--- src/rtl/wf_pkg.sv ---
package wf_pkg;

  localparam int unsigned ANG_W     = 11;
  localparam int unsigned IDX_W     = 10;
  localparam int unsigned NIB_W     = 4;
  localparam int unsigned SAMP_W    = 2 * NIB_W;
  localparam int unsigned GAIN_W    = SAMP_W + 1;
  localparam int unsigned MAG_W     = SAMP_W + 2;
  localparam int unsigned AMP_OUT_W = MAG_W + 1;
  localparam int unsigned N_PHASE   = 3;
  localparam int unsigned N_READS   = 2 * N_PHASE;
  localparam int unsigned PROD_W    = SAMP_W + GAIN_W;

  localparam logic [ANG_W-1:0] HALF_STEPS = 11'd768;
  localparam logic [ANG_W:0]   FULL_STEPS = 12'd1536;
  localparam logic [ANG_W-1:0] PHASE_GAP  = 11'd512;
  localparam logic [ANG_W-1:0] ZPP_START  = 11'd1024;

  typedef struct packed {
    logic             neg;
    logic [IDX_W-1:0] idx;
  } half_t;

  // angle that trails ang by lag steps, modulo one revolution
  function automatic logic [ANG_W-1:0] lag_angle(input logic [ANG_W-1:0] ang,
                                                 input logic [ANG_W-1:0] lag);
    logic [ANG_W:0] r;
    if (ang >= lag) r = {1'b0, ang} - {1'b0, lag};
    else            r = {1'b0, ang} + FULL_STEPS - {1'b0, lag};
    return r[ANG_W-1:0];
  endfunction

  // fold a full-cycle angle into a half-cycle index plus sign
  function automatic half_t split_half(input logic [ANG_W-1:0] ang);
    half_t            h;
    logic [ANG_W-1:0] t;
    if (ang >= HALF_STEPS) begin
      t     = ang - HALF_STEPS;
      h.neg = 1'b1;
    end else begin
      t     = ang;
      h.neg = 1'b0;
    end
    h.idx = t[IDX_W-1:0];
    return h;
  endfunction

  // floor(sample * gain / 255)
  function automatic logic [MAG_W-1:0] scale_mag(input logic [SAMP_W-1:0] s,
                                                 input logic [GAIN_W-1:0] g);
    logic [PROD_W-1:0] p;
    logic [PROD_W-1:0] q;
    p = PROD_W'(s) * PROD_W'(g);
    q = p / PROD_W'(255);
    return q[MAG_W-1:0];
  endfunction

  function automatic logic signed [AMP_OUT_W-1:0] apply_sign(input logic [MAG_W-1:0] m,
                                                             input logic neg);
    logic signed [AMP_OUT_W-1:0] v;
    v = $signed({1'b0, m});
    return neg ? -v : v;
  endfunction

endpackage

--- src/rtl/wf_phase_acc.sv ---
module wf_phase_acc
  import wf_pkg::*;
#(
  parameter int unsigned FRAC_W = 4,
  parameter int unsigned INC_W  = 12
) (
  input  logic              clk,
  input  logic              rst_n,
  input  logic              step_en,
  input  logic              hold_n,
  input  logic              dir_rev,
  input  logic [INC_W-1:0]  phase_inc,
  output logic [ANG_W-1:0]  red_angle,
  output logic              zpp
);

  localparam int unsigned ACC_W = ANG_W + FRAC_W;
  localparam logic [ACC_W:0] MODULUS = (ACC_W+1)'(FULL_STEPS) << FRAC_W;

  logic [ACC_W-1:0] acc_q;

  function automatic logic [ACC_W-1:0] advance(input logic [ACC_W-1:0] cur,
                                               input logic [INC_W-1:0] inc,
                                               input logic rev);
    logic [ACC_W:0] c;
    logic [ACC_W:0] d;
    logic [ACC_W:0] r;
    c = {1'b0, cur};
    d = (ACC_W+1)'(inc);
    if (!rev) begin
      r = c + d;
      if (r >= MODULUS) r = r - MODULUS;
    end else begin
      if (c >= d) r = c - d;
      else        r = c + MODULUS - d;
    end
    return r[ACC_W-1:0];
  endfunction

  always_ff @(posedge clk or negedge rst_n) begin
    if (!rst_n)       acc_q <= '0;
    else if (step_en) acc_q <= hold_n ? advance(acc_q, phase_inc, dir_rev) : '0;
  end

  assign red_angle = acc_q[ACC_W-1:FRAC_W];
  assign zpp       = (red_angle >= ZPP_START);

  AST_ACC_RANGE: assert property (@(posedge clk) disable iff (!rst_n) {1'b0, acc_q} < MODULUS);
  AST_HOLD_ZERO: assert property (@(posedge clk) disable iff (!rst_n) (step_en && !hold_n) |=> (red_angle == '0));
  AST_MID_FRAME: assert property (@(posedge clk) disable iff (!rst_n) !step_en |=> $stable(red_angle));

endmodule

--- src/rtl/wf_fetch_seq.sv ---
module wf_fetch_seq
  import wf_pkg::*;
#(
  parameter int unsigned WAIT_W = 4
) (
  input  logic                            clk,
  input  logic                            rst_n,
  input  logic [WAIT_W-1:0]               rom_wait,
  input  logic [ANG_W-1:0]                red_angle,
  input  logic [NIB_W-1:0]                rom_data,
  output logic [ANG_W-1:0]                rom_addr,
  output logic [N_PHASE-1:0][SAMP_W-1:0]  samp_o,
  output logic [N_PHASE-1:0]              neg_o,
  output logic                            frame_end
);

  localparam logic [2:0] UPD_SLOT = 3'(N_READS);

  logic [2:0]        rd_idx;
  logic [WAIT_W-1:0] wait_cnt;
  logic [1:0]        cur_ph;
  logic              cur_nib;
  logic              capture_now;
  logic [IDX_W-1:0]  sel_idx;
  half_t             ph_half [N_PHASE];

  assign cur_ph      = rd_idx[2:1];
  assign cur_nib     = rd_idx[0];
  assign frame_end   = (rd_idx == UPD_SLOT);
  assign capture_now = !frame_end && (wait_cnt == rom_wait);

  always_ff @(posedge clk or negedge rst_n) begin
    if (!rst_n) begin
      rd_idx   <= '0;
      wait_cnt <= '0;
    end else if (frame_end) begin
      rd_idx   <= '0;
      wait_cnt <= '0;
    end else if (capture_now) begin
      rd_idx   <= rd_idx + 3'd1;
      wait_cnt <= '0;
    end else begin
      wait_cnt <= wait_cnt + 1'b1;
    end
  end

  for (genvar p = 0; p < N_PHASE; p++) begin : g_phase
    logic [ANG_W-1:0]  ang;
    logic [SAMP_W-1:0] samp_r;

    assign ang        = lag_angle(red_angle, ANG_W'(p) * PHASE_GAP);
    assign ph_half[p] = split_half(ang);
    assign samp_o[p]  = samp_r;
    assign neg_o[p]   = ph_half[p].neg;

    always_ff @(posedge clk or negedge rst_n) begin
      if (!rst_n) begin
        samp_r <= '0;
      end else if (capture_now && (int'(cur_ph) == p)) begin
        if (cur_nib) samp_r[SAMP_W-1:NIB_W] <= rom_data;
        else         samp_r[NIB_W-1:0]      <= rom_data;
      end
    end
  end

  always_comb begin
    sel_idx = ph_half[0].idx;
    for (int p = 0; p < N_PHASE; p++) begin
      if (!frame_end && (int'(cur_ph) == p)) sel_idx = ph_half[p].idx;
    end
  end

  assign rom_addr = {cur_nib & !frame_end, sel_idx};

  AST_ADDR_HALF: assert property (@(posedge clk) disable iff (!rst_n) ({1'b0, rom_addr[IDX_W-1:0]} < HALF_STEPS));
  AST_ADDR_HOLD: assert property (@(posedge clk) disable iff (!rst_n) (!frame_end && !capture_now) |=> $stable(rom_addr));
  AST_SLOT_RANGE: assert property (@(posedge clk) disable iff (!rst_n) rd_idx <= UPD_SLOT);
  AST_END_SINGLE: assert property (@(posedge clk) disable iff (!rst_n) frame_end |=> !frame_end);

endmodule

--- src/rtl/wf_scaler.sv ---
module wf_scaler
  import wf_pkg::*;
(
  input  logic                         clk,
  input  logic                         rst_n,
  input  logic                         load,
  input  logic [SAMP_W-1:0]            samp_i,
  input  logic                         neg_i,
  input  logic [GAIN_W-1:0]            gain_i,
  output logic signed [AMP_OUT_W-1:0]  amp_o
);

  always_ff @(posedge clk or negedge rst_n) begin
    if (!rst_n)    amp_o <= '0;
    else if (load) amp_o <= apply_sign(scale_mag(samp_i, gain_i), neg_i);
  end

  AST_OUT_HOLD: assert property (@(posedge clk) disable iff (!rst_n) !load |=> $stable(amp_o));
  AST_NEG_SIDE: assert property (@(posedge clk) disable iff (!rst_n) (load && neg_i) |=> (amp_o <= 0));
  AST_POS_SIDE: assert property (@(posedge clk) disable iff (!rst_n) (load && !neg_i) |=> (amp_o >= 0));

endmodule

--- src/rtl/wave_fetch_top.sv ---
module wave_fetch_top
  import wf_pkg::*;
#(
  parameter int unsigned FRAC_W = 4,
  parameter int unsigned WAIT_W = 4,
  parameter int unsigned INC_W  = 12
) (
  input  logic                         clk,
  input  logic                         rst_n,
  input  logic [INC_W-1:0]             phase_inc,
  input  logic                         dir_rev,
  input  logic                         cnt_hold_n,
  input  logic [SAMP_W-1:0]            amp_word,
  input  logic                         overmod,
  input  logic [WAIT_W-1:0]            rom_wait,
  input  logic [NIB_W-1:0]             rom_data,
  output logic [ANG_W-1:0]             rom_addr,
  output logic signed [AMP_OUT_W-1:0]  amp_red,
  output logic signed [AMP_OUT_W-1:0]  amp_yel,
  output logic signed [AMP_OUT_W-1:0]  amp_blu,
  output logic                         amp_new,
  output logic                         zpp
);

  logic [ANG_W-1:0]               red_angle;
  logic                           frame_end;
  logic [N_PHASE-1:0][SAMP_W-1:0] samp;
  logic [N_PHASE-1:0]             neg;
  logic [GAIN_W-1:0]              gain;
  logic signed [AMP_OUT_W-1:0]    amp_arr [N_PHASE];

  assign gain = {overmod, amp_word};

  wf_phase_acc #(.FRAC_W(FRAC_W), .INC_W(INC_W)) i_acc (
    .clk       (clk),
    .rst_n     (rst_n),
    .step_en   (frame_end),
    .hold_n    (cnt_hold_n),
    .dir_rev   (dir_rev),
    .phase_inc (phase_inc),
    .red_angle (red_angle),
    .zpp       (zpp)
  );

  wf_fetch_seq #(.WAIT_W(WAIT_W)) i_seq (
    .clk       (clk),
    .rst_n     (rst_n),
    .rom_wait  (rom_wait),
    .red_angle (red_angle),
    .rom_data  (rom_data),
    .rom_addr  (rom_addr),
    .samp_o    (samp),
    .neg_o     (neg),
    .frame_end (frame_end)
  );

  for (genvar p = 0; p < N_PHASE; p++) begin : g_scale
    wf_scaler i_scl (
      .clk    (clk),
      .rst_n  (rst_n),
      .load   (frame_end),
      .samp_i (samp[p]),
      .neg_i  (neg[p]),
      .gain_i (gain),
      .amp_o  (amp_arr[p])
    );
  end

  assign amp_red = amp_arr[0];
  assign amp_yel = amp_arr[1];
  assign amp_blu = amp_arr[2];

  always_ff @(posedge clk or negedge rst_n) begin
    if (!rst_n) amp_new <= 1'b0;
    else        amp_new <= frame_end;
  end

  AST_NEW_PULSE: assert property (@(posedge clk) disable iff (!rst_n) amp_new |=> !amp_new);
  AST_ZERO_GAIN: assert property (@(posedge clk) disable iff (!rst_n) (frame_end && gain == '0) |=> (amp_red == 0 && amp_yel == 0 && amp_blu == 0));

endmodule

--- config.mk ---
export PLATFORM = sky130hd
export DESIGN_NAME = wave_fetch_top
export DESIGN_NICKNAME = d
export VERILOG_FILES = /design/src/rtl/wf_pkg.sv /design/src/rtl/wf_phase_acc.sv /design/src/rtl/wf_fetch_seq.sv /design/src/rtl/wf_scaler.sv /design/src/rtl/wave_fetch_top.sv
export SDC_FILE = /design/constraint.sdc
export NUM_CORES = 1
export LEC_CHECK = 0
export BUFFER_PORTS_ARGS = -buffer_cell sky130_fd_sc_hd__buf_2
export CORE_ASPECT_RATIO = 1.2
export CORE_UTILIZATION = 45
export CTS_CLUSTER_SIZE = 24
export DETAILED_ROUTE_END_ITERATION = 8
export PLACE_DENSITY_LB_ADDON = 0.08
export SLEW_MARGIN = 0
export SYNTH_ARGS = -nofsm -noshare
export SYNTH_HDL_FRONTEND = slang
export SYNTH_SLANG_ARGS = --single-unit
--- constraint.sdc ---
create_clock -name clk -period 32.8 [get_ports clk]
set_input_delay 6.56 -clock clk [delete_from_list [all_inputs] [get_ports clk]]
set_output_delay 6.56 -clock clk [all_outputs]
set_load 0.02 [all_outputs]
==> results of run 1 <==
-- final cells by class --
| cell class | instances | area (um^2) | area share, % |
|---|---|---|---|
| inverter | 258 | 968 | 4.38 |
| multi-input combinational | 2271 | 17600 | 79.6 |
| sequential | 80 | 2000 | 9.06 |
| clock buffer | 9 | 225 | 1.02 |
| timing repair buffer | 84 | 438 | 1.98 |
| clock inverter | 7 | 109 | 0.493 |
| tap | 616 | 771 | 3.49 |
-- sequential cells by signal (all words and copies together), names as in the netlist --
name / cells
i_acc.acc_q: 15
i_seq.wait_cnt: 4
amp_new: 1
i_seq.rd_idx: 3
i_seq.g_phase.samp_r: 24
g_scale.i_scl.amp_o: 33
-- worst max path at each step --
stage	cells after the start	startpoint	end	slack [ns]
final	38	amp_word[0]	g_scale[2].i_scl.amp_o[9]$_DFFE_PN0P_	13.53
after floorplan	44	amp_word[0]	g_scale[2].i_scl.amp_o[1]$_DFFE_PN0P_	16.05
after detailed placement	41	amp_word[0]	g_scale[2].i_scl.amp_o[1]$_DFFE_PN0P_	13.37
after CTS	41	amp_word[0]	g_scale[2].i_scl.amp_o[1]$_DFFE_PN0P_	13.69
after global placement	42	amp_word[0]	g_scale[2].i_scl.amp_o[1]$_DFFE_PN0P_	13.66
after global routing	41	amp_word[0]	g_scale[2].i_scl.amp_o[1]$_DFFE_PN0P_	12.44
-- metrics by stage --
step | hold WS, ns | utilization [%] | area (um^2)
detailed placement | 0.465 | 47.3 | 21800
global placement | 0.460 | 47.3 | 21800
global route | 0.503 | 48.0 | 22100
finish | 0.477 | 48.0 | 22100
floorplan | 0.470 | - | 21100
CTS | 0.483 | 48.0 | 22100
-- cells in the final DEF (no fill, tap or decap), types with 22 or more instances in the layout --
cell	instances
nand2_1	242
and3_1	28
nor4_1	27
nor3_1	53
mux2_2	35
o21a_1	30
xor2_1	50
xnor2_1	67
fa_1	140
o211ai_1	28
o21ai_0	94
and2_1	205
or3_1	22
o31ai_1	24
buf_2	77
dfrtp_1	80
a31oi_1	40
nor2_1	201
a21oi_1	133
a211oi_1	45
nand2b_1	24
ha_1	164
inv_1	256
nand4_1	37
a21o_1	42
o21ai_1	34
mux2i_1	30
nand3_1	81
-- routing by layer --
| metal | GRT usage, % | vias to the layer above | share of wire [%] |
|---|---|---|---|
| li1 | - | 9748 | - |
| met1 | 31.4 | 9545 | 45 |
| met2 | 44.2 | 398 | 50 |
| met3 | 2.16 | 79 | 3.3 |
| met4 | 4.79 | 4 | 1.5 |
| met5 | 0 | - | 0.047 |
-- cells by family (layout without fill, tap and decap cells) --
| group | after synthesis | in the layout | share of synthesized area [%] |
|---|---|---|---|
| AND/OR/NAND/NOR | 1039 | 1039 | 25.8 |
| AO/OA/AOI/OAI | 740 | 740 | 26.0 |
| buffers and inverters | 380 | 358 | 7.14 |
| adder cells (fa/ha/maj) | 306 | 306 | 23.1 |
| XOR/XNOR | 120 | 120 | 5.09 |
| flip-flops | 80 | 80 | 9.49 |
| multiplexers | 66 | 66 | 3.36 |
-- synth_stat cells, types with 8 or more instances --
master,count
a211o_1,16
nand2b_1,24
o221ai_1,10
or3_1,22
xor2_1,50
o21bai_1,16
a211oi_1,45
nand4_1,37
a22o_1,9
xnor2_1,67
mux2_2,35
o21a_1,30
buf_4,10
or4_1,13
nand3_1,81
buf_2,21
fa_1,140
a31oi_1,40
nor2_1,201
o21ai_0,94
o211a_1,11
clkbuf_1,82
nand2_1,242
dfrtp_1,80
o21ai_1,34
nor3_1,53
o22ai_1,13
o31ai_1,24
o31a_1,8
mux2i_1,30
a21o_1,42
nor4_1,27
or2_2,15
nor2b_1,19
a311o_1,12
ha_1,164
a21oi_1,133
o211ai_1,28
o41ai_1,10
a22oi_1,8
o2111ai_1,19
and2_1,205
and3_1,28
inv_1,256
==> results_dict.tcl, run 1 <==
set metrics [dict create \
    status "finished, final reports clean" \
    r2r_start "i_seq.g_phase[2].samp_r[7]$_DFFE_PN0P_" \
    r2r_cells 37 \
    die_area_um2 47700 \
    vias_per_cell 5.95 \
    clockBufferDepth 2 \
    overflow 0 \
    dp.final_hpwl_um 46100 \
    max_cap_viol_count 0 \
    synth-main-ff-cell "dfrtp_1" \
    syn_area_um2 21100 \
    gp_congestion 0.916 \
    dpl_worst_slack_ns 13.37 \
    ant_nets 0 \
    grt_antenna_before_repair 2 \
    synthTopCellsByArea "fa_1 (13%), ha_1 (9.7%), dfrtp_1 (9.5%)" \
    placedCellCount 3309 \
    cts_tree "yes" \
    fin_crit_sh_pct 58.7 \
    cts.root.buffer_cell "clkbuf_16" \
    numCtsBuffers 9 \
    min_path_cells 1 \
    worstHoldStart "g_scale[1].i_scl.amp_o[10]$_DFFE_PN0P_" \
    path_clk_slew_ns 0.08 \
    synth_cell_types 131 \
    min_path_type "reg -> reg" \
    synth_edf_count 0 \
    routedWlPerCell_um 17.3 \
    path_max_fanout 24 \
    synthArstFlopShare_pct 100 \
    yosysWarnings 0 \
    synth_area_leader_cell "fa_1" \
    netlist_instances 2731 \
    worst-endpoint-arrival_ns 19.48 \
    layout_min_cycle_time_ns 19.27 \
    worst_slew_pin_slew_ns 1.27 \
    grt_max_degree 69 \
    clk_latency_ns 0.36 \
    cp_common_cell "fa_1" \
    ctsHoldBuffers 0 \
    num-fill-cells 4743 \
    hold_viol 0 \
    grt_pass1_wl_um 97500 \
    slew_headroom_pct 14.7 \
    die_x_um 200 \
    syn2layout_area_growth_pct 4.80 \
    slowest_delay_ns 0.99 \
    io_pins 79 \
    yosysTopAreaCellShare_pct 13.3 \
    crit_slowest_cell "a211oi_1" \
    cts.sinks 80 \
    r2r_slack_ns 19.65 \
    path_class "in -> reg" \
    fin_nets 3041 \
    cts-htree-levels 3 \
    core_area_um2 46100 \
    ys_seq_area_share_pct 9.49 \
    fmax_mhz 51.9 \
    fin_setup_tns_ns 0 \
    cpLargestDelayFamily "compound AO/OA/AOI/OAI gates" \
    fin_cells 3325 \
    initial_core_util_pct 45.8 \
    cp-start-kind "input port" \
    port_buffers 78 \
    setup_ws_ns 13.53 \
    crit_required_ns 33.01 \
    ys_ff_latch 80 \
    drt_iter0_markers 1075 \
    layout-drive-gt1-share_pct 8.60 \
    critPathBufInv 5 \
    grt_pass1_vias 19700 \
    setup_viol 0 \
    diodes 0 \
    skew_ns 0.0122 \
    vias 19800 \
    grt_usage_pct 24.5 \
    post_cts_buffers 0 \
    endpoint_kind "register" \
    syn-num-nets 3068 \
    cts_resized 0 \
    row_count 86 \
    reg2reg_to "g_scale[2].i_scl.amp_o[9]$_DFFE_PN0P_" \
    drtPass1Iterations 5 \
    die_h_um 239 \
    drc 0 \
    wirelength_um 57500 \
    synth_area_per_cell_um2 7.72 \
    rsz0062_at_grt "no" \
    drv_slew 0 \
    min_to "g_scale[1].i_scl.amp_o[10]$_DFFE_PN0P_" \
]
Power of run 1 is not shown: default switching activity piles up to over one toggle a cycle in this logic, so the estimate is an artifact.
==> run 2, diff against run 1 <==
==> constraint.sdc (replaced) <==
create_clock -name clk -period 17.4 [get_ports clk]
set_input_delay 3.48 -clock clk [delete_from_list [all_inputs] [get_ports clk]]
set_output_delay 3.48 -clock clk [all_outputs]
set_load 0.02 [all_outputs]
==> run 2 against run 1 <==
The flow now finishes with violations (DRC). Critical path type unchanged. Register-to-register slack lost 15 ns. Largest cell class unchanged. Setup slack lost 12 ns. Routed wire length grew 1.7%. First-iteration DRC count grew 17%. Flip-flop and latch count is the same. Utilization shrank 0.057 points. Die area is the same. Worst hold slack lost 0.0011 ns. Clock skew grew 0.0042 ns. Final area shrank 0.12%.
==> results_dict.tcl, run 2 (synthesis gave the netlist of run 1 again) <==
set metrics [dict create \
    path_clk_slew_ns 0.06 \
    grt_pass1_vias 19800 \
    min_path_cells 2 \
    ant_nets 0 \
    r2r_cells 41 \
    vias 20000 \
    die_area_um2 47700 \
    vias_per_cell 6.02 \
    fin_setup_tns_ns 0 \
    gp_congestion 0.919 \
    rsz0062_at_grt "no" \
    grt_antenna_before_repair 2 \
    critPathBufInv 5 \
    core_area_um2 46100 \
    row_count 86 \
    clockBufferDepth 2 \
    violations "DRC" \
    largest_reg_flops 33 \
    layout_min_cycle_time_ns 15.48 \
    cts-htree-levels 3 \
    crit_slowest_cell "mux2i_1" \
    cp.depth 42 \
    grt_pass1_wl_um 98500 \
    post_cts_buffers 0 \
    fmax_mhz 64.6 \
    die_x_um 200 \
    grt_usage_pct 24.8 \
    ctsHoldBuffers 0 \
    layout_commonest_cell "inv_1" \
    min_path_type "reg -> reg" \
    cp-start-kind "input port" \
    fin_crit_sh_pct 89.0 \
    endpoint_kind "register" \
    reg_top3 "g_scale.i_scl.amp_o (33), i_seq.g_phase.samp_r (24), i_acc.acc_q (15)" \
    numCtsBuffers 9 \
    initial_core_util_pct 45.8 \
    port_buffers 78 \
    dp.final_hpwl_um 46600 \
    top_register "g_scale.i_scl.amp_o" \
    worst_slew_pin_slew_ns 1.23 \
    drc 1 \
    cts.root.buffer_cell "clkbuf_16" \
    setup_viol 0 \
    layout-drive-gt1-share_pct 8.60 \
    final_cell_mix "inv_1 (256), nand2_1 (242), and2_1 (205), nor2_1 (201), ha_1 (164)" \
    die_h_um 239 \
    max_cap_viol_count 0 \
    status "complete, but fails checks" \
    diodes 0 \
    cts_tree "yes" \
    grt_max_degree 69 \
    drv_slew 0 \
    fin_nets 3041 \
    path_class "in -> reg" \
    wirelength_um 58500 \
    crit_required_ns 17.63 \
    worst-endpoint-arrival_ns 15.71 \
    routedWlPerCell_um 17.6 \
    clk_latency_ns 0.36 \
    cts.sinks 80 \
    io_pins 79 \
    skew_ns 0.0164 \
    syn2layout_area_growth_pct 4.68 \
    cpLargestDelayFamily "compound AO/OA/AOI/OAI gates" \
    overflow 0 \
    slowest_delay_ns 0.68 \
    slew_headroom_pct 17.6 \
    drt_iter0_markers 1254 \
    cts_resized 0 \
    path_max_fanout 24 \
    hold_viol 0 \
    drtPass1Iterations 8 \
]
==> run 2: layout make-up <==
cell class                      count  area [um^2]
Fill cell                        4674        24000
Multi-Input combinational cell   2271        17600
Sequential cell                    80         2000
Inverter                          258          968
Tap cell                          616          771
Timing Repair Buffer               84          438
Clock buffer                        9          225
Clock inverter                      7         82.6
==> run 2: metrics by stage <==
step	hold WS [ns]	worst slack [ns]	instances	utilization [%]	area, um^2
after detailed placement	0.468	1.76	3309	47.3	21800
after global placement	0.459	1.98	3309	47.3	21800
after floorplan	0.470	3.73	2731	-	21100
final	0.476	1.92	3325	47.9	22100
after global routing	0.505	0.795	3325	47.9	22100
after CTS	0.482	2.09	3325	47.9	22100
==> run 2: final timing paths <==
| path | from | to | slack, ns |
|---|---|---|---|
| worst max-delay path | amp_word[0] | g_scale[2].i_scl.amp_o[1]$_DFFE_PN0P_ | 1.92 |
| worst min-delay path | g_scale[2].i_scl.amp_o[2]$_DFFE_PN0P_ | g_scale[2].i_scl.amp_o[2]$_DFFE_PN0P_ | 0.48 |
| worst max register to register | i_seq.g_phase[2].samp_r[7]$_DFFE_PN0P_ | g_scale[2].i_scl.amp_o[1]$_DFFE_PN0P_ | 4.98 |
| worst min register to register | g_scale[2].i_scl.amp_o[2]$_DFFE_PN0P_ | g_scale[2].i_scl.amp_o[2]$_DFFE_PN0P_ | 0.48 |
| max in group asynchronous | rst_n | i_seq.g_phase[2].samp_r[5]$_DFFE_PN0P_ | 13.31 |
| min in group asynchronous | rst_n | i_acc.acc_q[7]$_DFFE_PN0P_ | 3.04 |
==> run 2: per-layer routing <==
metal | global-route usage (%) | share of wire (%) | up-vias
li1 | - | - | 9749
met1 | 31.7 | 45 | 9727
met2 | 44.6 | 50 | 455
met3 | 2.14 | 3.5 | 77
met4 | 5.78 | 1.8 | 4
met5 | 0 | 0.048 | -
==> run 2: worst min-delay path: stages, from the launching register on <==
cell and delay, ns:
dfrtp_1 0.34, nand2_1 0.04, o21ai_0 0.06
Power of run 2 is left out for the same reason.
==> run 3, diff against run 2 <==
--- a/config.mk
+++ b/config.mk
@@ -10,6 +10,7 @@
 export CORE_UTILIZATION = 45
 export CTS_CLUSTER_SIZE = 24
 export DETAILED_ROUTE_END_ITERATION = 8
+export GPL_TIMING_DRIVEN = 0
 export PLACE_DENSITY_LB_ADDON = 0.08
 export SLEW_MARGIN = 0
 export SYNTH_ARGS = -nofsm -noshare
==> run 3 against run 2 <==
The run now ends clean. Critical endpoint unchanged. Clock skew grew 0.0055 ns. Count of clock-buffer cells in the layout grew 1. Largest cell class unchanged. Critical path depth rose by 3. Die area unchanged. Routed wire length increased by 3.7%. Highest routed layer unchanged. Flip-flop and latch count did not move. Non-clock buffer count up 118. Register-to-register slack worse by 0.55 ns.
==> results_dict.tcl, run 3 (synthesis gave the netlist of run 1 again) <==
set metrics [dict create \
    hold_viol 0 \
    final_cell_mix "inv_1 (256), nand2_1 (242), and2_1 (205), nor2_1 (201), ha_1 (164)" \
    dp.final_hpwl_um 49500 \
    ctsHoldBuffers 0 \
    layout_commonest_cell "inv_1" \
    diodes 0 \
    drt_iter0_markers 1230 \
    grt_max_degree 57 \
    fin_crit_sh_pct 92.7 \
    cts_resized 0 \
    fin_nets 3159 \
    initial_core_util_pct 45.8 \
    grt_usage_pct 25.8 \
    skew_ns 0.0220 \
    drtPass1Iterations 5 \
    num-fill-cells 4728 \
    overflow 0 \
    slew_headroom_pct 15.3 \
    dpl_worst_slack_ns 1.26 \
    path_clk_slew_ns 0.07 \
    worstHoldStart "g_scale[1].i_scl.amp_o[10]$_DFFE_PN0P_" \
    endpoint_kind "register" \
    top_register "g_scale.i_scl.amp_o" \
    slowest_delay_ns 0.68 \
    die_x_um 200 \
    rsz0062_at_grt "no" \
    routedWlPerCell_um 17.6 \
    clockBufferDepth 2 \
    cts-htree-levels 3 \
    gp_congestion 0.909 \
    syn2layout_area_growth_pct 7.04 \
    r2r_cells 44 \
    status "finished, final reports clean" \
    row_count 86 \
    min_path_cells 1 \
    layout_min_cycle_time_ns 16.13 \
    worst-endpoint-arrival_ns 16.37 \
    hold_ws_ns 0.473 \
    min_to "g_scale[1].i_scl.amp_o[10]$_DFFE_PN0P_" \
    grt_antenna_before_repair 2 \
    post_cts_buffers 0 \
    max_cap_viol_count 0 \
    worst_slew_pin_slew_ns 1.26 \
    fin_setup_tns_ns 0 \
    core_area_um2 46100 \
    ant_nets 0 \
    cp-start-kind "input port" \
    r2r_slack_ns 4.43 \
    drv_slew 0 \
    port_buffers 78 \
    grt_pass1_wl_um 101000 \
    crit_required_ns 17.64 \
    die_h_um 239 \
    reg2reg_to "g_scale[2].i_scl.amp_o[1]$_DFFE_PN0P_" \
    cts.sinks 80 \
    layout-drive-gt1-share_pct 9.23 \
    wirelength_um 60700 \
    clk_latency_ns 0.36 \
    r2r_start "i_seq.g_phase[2].samp_r[6]$_DFFE_PN0P_" \
    reg_top3 "g_scale.i_scl.amp_o (33), i_seq.g_phase.samp_r (24), i_acc.acc_q (15)" \
    setup_ws_ns 1.27 \
    critPathBufInv 8 \
    fmax_mhz 62.0 \
    drc 0 \
    crit_slowest_cell "mux2i_1" \
    vias_per_cell 6.01 \
    vias 20700 \
    die_area_um2 47700 \
    grt_pass1_vias 20300 \
    io_pins 79 \
    cts_tree "yes" \
    path_max_fanout 10 \
    min_path_type "reg -> reg" \
    cpLargestDelayFamily "compound AO/OA/AOI/OAI gates" \
    largest_reg_flops 33 \
    cts.root.buffer_cell "clkbuf_16" \
    setup_viol 0 \
    numCtsBuffers 9 \
    path_class "in -> reg" \
]
## run 3: cell count changes in the layout (fill, tap and decap cells not counted), moves of 2 or more
cell / before / now
buf_1: 0 / 7
buf_2: 77 / 99
buf_4: 7 / 11
buf_6: 0 / 2
clkbuf_1: 0 / 82
## run 3: stage by stage
| stage | cells | utilization (%) | instance area, um^2 |
|---|---|---|---|
| final | 3443 | 49.0 | 22600 |
| after global routing | 3443 | 49.0 | 22600 |
| after CTS | 3443 | 49.0 | 22600 |
| after detailed placement | 3427 | 48.4 | 22300 |
| after global placement | 3425 | 48.3 | 22200 |
| after floorplan | 2731 | - | 21100 |
## run 3: cell type report
type | count | area, um^2 | share of cell area, %
multi-input combinational | 2271 | 17600 | 77.9
sequential | 80 | 2000 | 8.87
inverter | 258 | 968 | 4.29
tap | 616 | 771 | 3.41
buffer | 122 | 537 | 2.38
timing repair buffer | 80 | 425 | 1.88
clock buffer | 10 | 239 | 1.06
clock inverter | 6 | 50.0 | 0.222
## run 3: routing by layer
metal / global-route usage (%) / vias up / wire, um
li1: - / 9972 / -
met1: 32.2 / 10100 / 26300
met2: 47.1 / 489 / 31000
met3: 1.99 / 91 / 2160
met4: 6.66 / 4 / 1230
met5: 0 / - / 23
## run 3: worst reg2reg max path, delay by kind of cell, from the launching register on
kind | cells | cell delay [ns]
AO/OA/AOI/OAI | 13 | 4.25
XOR/XNOR | 3 | 0.56
adder cells (fa/ha/maj) | 6 | 2.71
buffers and inverters | 7 | 1.38
flip-flops | 1 | 0.32
multiplexers | 3 | 1.31
AND/OR/NAND/NOR | 12 | 2.33
## run 3: how the worst max path moves through the flow
stage,start,endpoint,cells past startpoint,slack (ns)
floorplan,amp_word[0],g_scale[2].i_scl.amp_o[1]$_DFFE_PN0P_,44,3.73
global placement,amp_word[1],g_scale[2].i_scl.amp_o[1]$_DFFE_PN0P_,45,1.45
detailed placement,amp_word[1],g_scale[2].i_scl.amp_o[1]$_DFFE_PN0P_,45,1.26
CTS,amp_word[1],g_scale[2].i_scl.amp_o[1]$_DFFE_PN0P_,45,1.52
global route,amp_word[4],g_scale[2].i_scl.amp_o[1]$_DFFE_PN0P_,45,0.46
finish,amp_word[1],g_scale[2].i_scl.amp_o[1]$_DFFE_PN0P_,45,1.27
Power of run 3 is left out for the same reason.
